--- config.mk ---
export PLATFORM = sky130hd
export DESIGN_NAME = mux_bus_sampler
export DESIGN_NICKNAME = d
export VERILOG_FILES = /design/src/rtl/mux_bus_sampler_pkg.sv /design/src/rtl/prb_edge_det.sv /design/src/rtl/qual_match.sv /design/src/rtl/cap_seq.sv /design/src/rtl/mux_bus_sampler.sv
export SDC_FILE = /design/constraint.sdc
export NUM_CORES = 1
export LEC_CHECK = 0
export BUFFER_PORTS_ARGS = -buffer_cell sky130_fd_sc_hd__buf_2
export CAP_MARGIN = 20
export CORE_MARGIN = 4
export CORE_UTILIZATION = 35
export CTS_CLUSTER_DIAMETER = 120
export CTS_CLUSTER_SIZE = 20
export DETAILED_ROUTE_END_ITERATION = 8
export GPL_ROUTABILITY_DRIVEN = 0
export PLACE_DENSITY = 0.59
export SKIP_LAST_GASP = 1
export SYNTH_ARGS = -nofsm -noshare
export SYNTH_HDL_FRONTEND = slang
export SYNTH_HIERARCHICAL = 1
export SYNTH_SLANG_ARGS = --single-unit
--- constraint.sdc ---
create_clock -name clk -period 1.6 [get_ports clk]
set_input_delay 0.16 -clock clk [delete_from_list [all_inputs] [get_ports clk]]
set_output_delay 0.16 -clock clk [all_outputs]
set_load 0.02 [all_outputs]
--- src/rtl/mux_bus_sampler_pkg.sv ---
// Package: shared types for the two-phase multiplexed bus sampler.
// Assumes: qualifier fields are two bits per probe clock line.
package mux_bus_sampler_pkg;
    // per-line edge selection encoding
    typedef enum logic [1:0] {
        EDG_OFF  = 2'b00,
        EDG_RISE = 2'b01,
        EDG_FALL = 2'b10,
        EDG_ANY  = 2'b11
    } edge_sel_e;

    // capture sequencer phase
    typedef enum logic {
        PH_WAIT_SLV = 1'b0,
        PH_WAIT_MST = 1'b1
    } cap_phase_e;
endpackage

--- src/rtl/prb_edge_det.sv ---
// Module: prb_edge_det
// Registers the probe clock lines in the system clock domain and reports
// rising and falling transitions per line for the current cycle.
// Assumes: the probe lines are already synchronous to clk.
module prb_edge_det #(
    parameter int NCLK = 4
) (
    input  logic            clk,
    input  logic            rst_n,
    input  logic [NCLK-1:0] prb_clk_i,
    output logic [NCLK-1:0] rise_o,
    output logic [NCLK-1:0] fall_o
);
    logic [NCLK-1:0] prb_q;

    // hold last cycle's probe line levels
    always_ff @(posedge clk) begin
        if (!rst_n) prb_q <= '0;
        else        prb_q <= prb_clk_i;
    end

    // transitions between the held and current levels
    always_comb begin
        rise_o = prb_clk_i & ~prb_q;
        fall_o = ~prb_clk_i & prb_q;
    end
endmodule

--- src/rtl/qual_match.sv ---
// Module: qual_match
// Evaluates one clock qualifier: each probe line has a two-bit edge
// selection, and the qualifier hits when any line shows its selected edge.
// Assumes: rise/fall vectors come from prb_edge_det for the same cycle.
module qual_match
    import mux_bus_sampler_pkg::*;
#(
    parameter int NCLK = 4,
    localparam int QW = 2 * NCLK
) (
    input  logic            clk,
    input  logic            rst_n,
    input  logic [QW-1:0]   qual_i,
    input  logic [NCLK-1:0] rise_i,
    input  logic [NCLK-1:0] fall_i,
    output logic            hit_o
);
    logic [NCLK-1:0] line_hit;

    // per-line match against its edge selection
    for (genvar g = 0; g < NCLK; g++) begin : g_line
        edge_sel_e sel;
        always_comb begin
            sel = edge_sel_e'(qual_i[2*g +: 2]);
            unique case (sel)
                EDG_OFF:  line_hit[g] = 1'b0;
                EDG_RISE: line_hit[g] = rise_i[g];
                EDG_FALL: line_hit[g] = fall_i[g];
                EDG_ANY:  line_hit[g] = rise_i[g] | fall_i[g];
                default:  line_hit[g] = 1'b0;
            endcase
        end
    end

    // any line hitting makes the qualifier hit
    always_comb hit_o = |line_hit;


    hit_needs_edge_chk: assert property (@(posedge clk) disable iff (!rst_n)
        hit_o |-> |(rise_i | fall_i));
endmodule

--- src/rtl/cap_seq.sv ---
// Module: cap_seq
// Slave-then-master capture sequencer. In demultiplex mode it latches the
// low pod byte on a slave hit, then the low byte again on a master hit, and
// emits the combined word. Otherwise every master hit captures the full pod.
// Assumes: hit inputs are single-cycle qualifier results for this cycle.
module cap_seq
    import mux_bus_sampler_pkg::*;
#(
    parameter int PW = 16,
    localparam int BW = PW / 2
) (
    input  logic          clk,
    input  logic          rst_n,
    input  logic          demux_en_i,
    input  logic          slv_hit_i,
    input  logic          mst_hit_i,
    input  logic [PW-1:0] pod_i,
    output logic [PW-1:0] smp_o,
    output logic          smp_vld_o
);
    cap_phase_e    phase;
    logic          en_q;
    logic          mode_chg;
    logic [BW-1:0] slv_byte;

    // a mode toggle aborts whatever is in progress
    always_comb mode_chg = (demux_en_i != en_q);

    // remember the mode to spot toggles
    always_ff @(posedge clk) begin
        en_q <= demux_en_i;
    end

    // phase sequencing and slave byte latch
    always_ff @(posedge clk) begin
        if (!rst_n || mode_chg || !demux_en_i) begin
            phase    <= PH_WAIT_SLV;
            slv_byte <= '0;
        end else if (phase == PH_WAIT_SLV) begin
            if (slv_hit_i) begin
                slv_byte <= pod_i[BW-1:0];
                phase    <= PH_WAIT_MST;
            end
        end else if (mst_hit_i) begin
            phase <= PH_WAIT_SLV;
        end
    end

    // output word and strobe
    always_ff @(posedge clk) begin
        if (!rst_n) begin
            smp_o     <= '0;
            smp_vld_o <= 1'b0;
        end else begin
            smp_vld_o <= 1'b0;
            if (!mode_chg) begin
                if (demux_en_i) begin
                    if (phase == PH_WAIT_MST && mst_hit_i) begin
                        smp_o     <= {pod_i[BW-1:0], slv_byte};
                        smp_vld_o <= 1'b1;
                    end
                end else if (mst_hit_i) begin
                    smp_o     <= pod_i;
                    smp_vld_o <= 1'b1;
                end
            end
        end
    end


    rst_state_chk: assert property (@(posedge clk)
        !rst_n |=> (!smp_vld_o && smp_o == '0 && phase == PH_WAIT_SLV));


    slv_advance_chk: assert property (@(posedge clk) disable iff (!rst_n)
        (demux_en_i && !mode_chg && phase == PH_WAIT_SLV && slv_hit_i)
        |=> (phase == PH_WAIT_MST && slv_byte == $past(pod_i[BW-1:0])));


    slv_hold_chk: assert property (@(posedge clk) disable iff (!rst_n)
        (demux_en_i && !mode_chg && phase == PH_WAIT_MST && !mst_hit_i)
        |=> (phase == PH_WAIT_MST && $stable(slv_byte)));


    demux_word_chk: assert property (@(posedge clk) disable iff (!rst_n)
        (demux_en_i && !mode_chg && phase == PH_WAIT_MST && mst_hit_i)
        |=> (smp_vld_o && smp_o == {$past(pod_i[BW-1:0]), $past(slv_byte)}
             && phase == PH_WAIT_SLV));


    mode_abort_chk: assert property (@(posedge clk) disable iff (!rst_n)
        mode_chg |=> (!smp_vld_o && phase == PH_WAIT_SLV));


    plain_word_chk: assert property (@(posedge clk) disable iff (!rst_n)
        (!demux_en_i && !mode_chg && mst_hit_i)
        |=> (smp_vld_o && smp_o == $past(pod_i)));


    hold_word_chk: assert property (@(posedge clk) disable iff (!rst_n)
        !smp_vld_o |-> $stable(smp_o) || $past(!rst_n));
endmodule

--- src/rtl/mux_bus_sampler.sv ---
// Module: mux_bus_sampler (top)
// Two-phase multiplexed bus sampler: probe clock edge detection, two
// programmable qualifiers (slave, master) and the capture sequencer.
// Assumes: all inputs synchronous to clk; pod width is even.
module mux_bus_sampler #(
    parameter int NCLK = 4,
    parameter int PW   = 16,
    localparam int QW  = 2 * NCLK
) (
    input  logic            clk,
    input  logic            rst_n,
    input  logic            demux_en_i,
    input  logic [NCLK-1:0] prb_clk_i,
    input  logic [QW-1:0]   slv_qual_i,
    input  logic [QW-1:0]   mst_qual_i,
    input  logic [PW-1:0]   pod_i,
    output logic [PW-1:0]   smp_o,
    output logic            smp_vld_o
);
    logic [NCLK-1:0] rise;
    logic [NCLK-1:0] fall;
    logic            slv_hit;
    logic            mst_hit;

    prb_edge_det #(.NCLK(NCLK)) edge_i (
        .clk(clk), .rst_n(rst_n), .prb_clk_i(prb_clk_i),
        .rise_o(rise), .fall_o(fall)
    );

    qual_match #(.NCLK(NCLK)) slv_qual_inst (
        .clk(clk), .rst_n(rst_n), .qual_i(slv_qual_i),
        .rise_i(rise), .fall_i(fall), .hit_o(slv_hit)
    );

    qual_match #(.NCLK(NCLK)) mst_qual_inst (
        .clk(clk), .rst_n(rst_n), .qual_i(mst_qual_i),
        .rise_i(rise), .fall_i(fall), .hit_o(mst_hit)
    );

    cap_seq #(.PW(PW)) seq_i (
        .clk(clk), .rst_n(rst_n), .demux_en_i(demux_en_i),
        .slv_hit_i(slv_hit), .mst_hit_i(mst_hit), .pod_i(pod_i),
        .smp_o(smp_o), .smp_vld_o(smp_vld_o)
    );
endmodule

# After elaboration in Yosys (flattened, before gate mapping)
# Cells that the tools add are included.
[totals]
ff_bits = 31
latchBits = 0
ramBits = 0
romBits = 0
in_bits = 39
n_memories = 0
[classes]
add_sub_neg = 0
multipliers = 0
n_div = 0
n_lt_le_gt_ge = 0
eq_ne = 26
shift = 0
mux = 17
n_bitwise = 11
reduce_logical = 19
[op_table]
columns = ["op", "n"]
rows = [
  ["2-to-1 mux 16 bit", 3],
  ["equality test 2 bit (second input constant)", 16],
  ["one-hot mux 1 bit (4 select lines)", 8],
  ["equality test 2 x 1 -> 1 bit (second input constant)", 8],
  ["zero test 2 bit", 8],
  ["bitwise AND 4 bit", 2],
  ["inverter 4 bit", 2],
  ["OR reduction 4 bit", 2],
  ["2-to-1 mux 1 bit", 6],
  ["OR 1 bit", 4],
  ["inverter 1 bit", 3],
  ["AND reduction 3 bit", 1],
  ["zero test 1 bit", 2],
  ["logical OR 1 bit", 2],
  ["inequality test 2 x 1 -> 1 bit (second input constant)", 1],
  ["AND reduction 2 bit", 1],
  ["nonzero test 2 bit", 1],
  ["OR reduction 2 bit", 1],
  ["logical AND 1 bit", 1],
  ["inequality test 1 bit", 1],
]

# Logic depth before layout (Yosys ltp)
[logic_depth]
depth_word = 8
mapped_depth = 8

# By module
# Netlist, hierarchy kept.
[by_module_without_submodules]
columns = ["mod", "n_inst", "cells_each", "area_per_inst_um2", "seq_area_each_um2"]
rows = [
  ["cap_seq", 1, 155, 1332.5, 540.5],
  ["prb_edge_det", 1, 16, 155.1, 80.1],
  ["qual_match", 2, 5, 36.3, 0.0],
]

# Worst setup path before layout
# No wires, ideal clock.
[synth_timing]
path_type = "reg-to-reg"
from = "register edge_i.prb_q[0]"
to = "register seq_i.smp_o[0]"
setup_time_ps = 88
arrival_time_ps = 1431
slack_ps = 82
stages_incl_launch_ff = 9
path_cell_list = "dfxtp_1 -> nor2b_1 -> a22oi_1 -> nand4_1 -> clkbuf_2 -> nand4_1 -> clkbuf_1 -> o21ai_0 -> nor4_2"
[synth_lines]
columns = ["item", "line", "rtl"]
rows = [
  ["from (decl)", "prb_edge_det.sv:14", "logic [NCLK-1:0] prb_q;"],
  ["from (signal assigned)", "prb_edge_det.sv:19", "else prb_q <= prb_clk_i;"],
  ["bitwise AND 4 bit (*)", "prb_edge_det.sv:25", "fall_o = ~prb_clk_i & prb_q;"],
  ["net fall[0]", "mux_bus_sampler.sv:21", "logic [NCLK-1:0] fall;"],
  ["OR 1 bit", "qual_match.sv:29", "EDG_ANY: line_hit[g] = rise_i[g] | fall_i[g];"],
  ["one-hot mux 1 bit (4 select lines) (*)", "qual_match.sv:25", "unique case (sel)"],
  ["OR reduction 4 bit (*)", "qual_match.sv:36", "always_comb hit_o = |line_hit;"],
  ["net mst_hit", "mux_bus_sampler.sv:23", "logic mst_hit;"],
  ["logical AND 1 bit", "cap_seq.sv:58", "if (phase == PH_WAIT_MST && mst_hit_i) begin"],
  ["inequality test 2 x 1 -> 1 bit (no source line)", "-", ""],
  ["AND reduction 3 bit (no source line) (*)", "-", ""],
  ["to (signal assigned)", "cap_seq.sv:59", "smp_o <= {pod_i[BW-1:0], slv_byte};"],
  ["to (signal assigned)", "cap_seq.sv:63", "smp_o <= pod_i;"],
  ["to (decl)", "cap_seq.sv:18", "output logic [PW-1:0] smp_o,"],
]
# Mark *: on every way through the listed nets, which the timed path passes. The rest lies on a longest branch.
# A chain may end at the register's enable or synchronous reset.

# Worst setup path after layout
[layout_timing]
from = "register edge_i.prb_q[3]"
to = "register seq_i.smp_o[10]"
# Same word-level chain as after synthesis.

==> flow_summary.toml <==
[place]
pre_cts_slack_ns = 0.0296
portBuffers = 55
hpwl_um = 2880

[worst_setup_path]
critical_path.max_fanout = 16
crit_slowest_cell = "dfxtp_1"
cp.required_ns = 1.77
critical_path_cell_count = 8
r2r_slack_ns = 0.03
crit_buf_inv = 2
crit_type = "flip-flop to flip-flop"
start_kind = "flip-flop"
cp_slowest_stage_delay_ns = 0.32
timing.critical_path.mode_cell = "nand4_1"
timing.critical_path.max_delay_family = "simple AND/OR/NAND/NOR gates"
worstPathArrival_ns = 1.73
cp_cell_sequence = "nor2b_1, a22oi_2, nand4_1, buf_4, nand4_1, buf_12, o21ai_0, nor4_2"
r2r.worst_path.cells = 8
endpoint_type_of_the_worst_setup_path = "flip-flop"

[synthesis]
yosysSeqAreaShare_pct = 39.8
syn_nets = 220
ys_async_sr_fraction_pct = 0
synth.distinct_cells = 26
synthesis.yosys.warnings = 6
synth-edff-count = 0
post_synth_inst_count = 181
synth_top_flop_cell = "dfxtp_1"
ys_ff_latch = 31
syn_avg_cell_area_um2 = 8.62
post_synth_instance_area_um2 = 1560

[grt]
grt_pass1_vias = 1439
gr-usage-all-layers_pct = 15.0
grt_start_max_net_pins = 20
grt_remaining_overflow = 0
antenna_found_initial = 0
grt_first_pass_wirelength_um = 6470

[detailed_routing]
drtPass1Iterations = 4
ant_nets = 0
drc_errors = 0
wl_per_cell_um = 13.9
route.final.wire_length_um = 4080
initial_drc_count = 147
via_count = 1521
vias_per_cell = 5.19

[pwr]
power.net_switching_mw = 0.547
share_clk_of_total_power_pct = 34.6
totalPowerFinal_mw = 1.95
seq_power_share_pct = 43.5
worst_ir_drop_vdd_mv = 0.322
power.combinational.fraction_pct = 21.9
netSwitchingFraction_pct = 28.1
power_density_nw_per_um2 = 949
total_leakage_power_nw = 0.866
cellInternalPower_mw = 1.40

[clocking]
clockBufferDepth = 2
cts_buffers = 5
clkSlewWorstSetupHoldPaths_ns = 0.07
clkLatencyLatePin_ns = 0.28
num_clock_sinks = 31
cts.htree.levels = 2
root_buffer_master = "clkbuf_8"
clock_tree_from_tritoncts = "built"

[sta]
setup_viol = 0
grt_setup_unrepaired = "true"
setup-tns-final_ns = 0
slew_at_the_pin_closest_to_its_max_slew_limit_ns = 0.371
final_min_period_over_clock_period_pct = 98.0
hold_viol = 0
finClkSkew_ns = 0.00396
timing.fmax_mhz = 638
timing.max_slew.rel_slack_pct = 75.2
number_of_slew_limit_violations_in_the_final_report = 0
min_period_ns = 1.57
postLayoutSetupSlackWorst_ns = 0.0327

[floorplan]
die_width_um = 74.8
dieHeight_um = 74.8
floorplan.rows = 24
pin_count = 56
placeableCoreArea_um2 = 4320
floorplan.die_area_um2 = 5590
initial_utilization_pct = 36.1

[final_layout]
multiInputGateArea_um2 = 887
antenna_cells = 0
layout-area-overhead-vs-synth_pct = 31.4
finish.net_count = 279
final_layout_size_suffix_gt1_share_pct = 41.9
final-seq-area_um2 = 621
layout.filler_cells = 446

[worst_hold_path]
min_path_cells = 1
min-delay-path-class = "input port to flip-flop"

[job]
drv_cap = 0

[outcome]
status = "complete, no violations"
[state kept, by name (all words and copies together) (netlist names)]
register	cells
seq_i/slv_byte	8
seq_i/smp_vld_o	1
seq_i/en_q	1
seq_i/smp_o	16
seq_i/phase	1
edge_i/prb_q	4
[stage by stage]
step                instance area (um^2)  std cells  util [%]  hold slack [ns]
CTS                                 1990        289      46.0           0.0409
detailed placement                  1890        281      43.7            0.336
global route                        2050        293      47.4           0.0646
global placement                    1890        281      43.7            0.333
floorplan                           1560        181         -            0.188
finish                              2050        293      47.4           0.0475
[routing by layer]
layer / up-vias / GRT usage [%] / part of all wire, %
met5: - / 0 / 0
met4: 0 / 4.74 / 0.98
met3: 5 / 3.60 / 6.0
met2: 41 / 24.2 / 51
met1: 707 / 19.7 / 42
li1: 768 / - / -
[worst paths after layout]
| path | from | end |
|---|---|---|
| worst max-delay path | edge_i/prb_q[3] | seq_i/smp_o[10] |
| worst min-delay path | demux_en_i | seq_i/en_q |
| worst max register to register | edge_i/prb_q[3] | seq_i/smp_o[10] |
| worst min register to register | seq_i/slv_byte[3] | seq_i/slv_byte[3] |
[cells by family (layout without fill, tap and decap cells)]
group	after synthesis	in the layout	synth area share, %
buffers and inverters	14	74	4.81
DFF	31	31	39.8
and+or+nand+nor	102	102	42.9
AOI/OAI and AO/OA	34	34	12.5
[power by group through the flow]
stage / sequential, mW / clock [mW] / combinational, mW
after floorplan: 0.899 / 0 / 0.224
after global placement: 0.864 / 0 / 0.392
after detailed placement: 0.864 / 0 / 0.397
after CTS: 0.847 / 0.698 / 0.397
after global routing: 0.853 / 0.743 / 0.473
final: 0.847 / 0.673 / 0.426
[layout make-up]
class                           instances  area share, %
Sequential cell                        31           30.3
Tap cell                               52           3.17
Timing Repair Buffer                   66           18.4
Multi-Input combinational cell        136           43.3
Clock buffer                            8           4.88
[cell usage after synthesis, types with 4 or more instances]
master	n	area, um^2
and2_1	4	25.0
nor3b_2	10	125
a21oi_1	9	45.0
nor4_2	10	125
nor2_1	16	60.1
nor3b_1	6	45.0
dfxtp_1	31	621
nor2b_1	9	56.3
nor3_1	16	80.1
a22oi_1	8	60.1
o21ai_0	16	80.1
clkbuf_1	7	26.3
nand2_1	16	60.1
nor4_1	6	37.5
[placed cells by master, fill, tap and decap left out]
| cell | Yosys | layout |
|---|---|---|
| a21oi_1 | 9 | 9 |
| buf_12 | 0 | 1 |
| buf_6 | 2 | 2 |
| nand2_1 | 16 | 16 |
| a22oi_2 | 0 | 2 |
| and3_1 | 1 | 1 |
| nand2b_1 | 2 | 2 |
| clkbuf_8 | 0 | 7 |
| nor2_1 | 16 | 15 |
| nor2b_2 | 0 | 4 |
| a22oi_1 | 8 | 6 |
| buf_4 | 1 | 7 |
| nor2_2 | 1 | 2 |
| buf_2 | 2 | 55 |
| clkbuf_1 | 7 | 1 |
| and2_1 | 4 | 4 |
| or2_1 | 1 | 1 |
| o21ai_0 | 16 | 15 |
| nor3_1 | 16 | 16 |
| o211a_1 | 1 | 1 |
| nand3_1 | 1 | 1 |
| o21ai_1 | 0 | 1 |
| nor2b_1 | 9 | 5 |
| nand4_1 | 3 | 3 |
| nor3b_2 | 10 | 10 |
| nor4_1 | 6 | 6 |
| nor4_2 | 10 | 10 |
| dfxtp_1 | 31 | 31 |
| clkbuf_4 | 0 | 1 |
| nor3b_1 | 6 | 6 |
[worst reg2reg max path, delay by kind of cell (launching register included)]
family	cells	cell delay [ns]
AOI/OAI and AO/OA	2	0.32
buffers and inverters	2	0.32
and+or+nand+nor	4	0.50
DFF	1	0.32
[repair_timing]
action,4_1_cts,5_1_grt
setup buffers,0,3
setup endpoints to repair,0,24
hold buffers,0,0
resized for setup,0,11
Note: power is estimated with default switching activity, not from simulation.
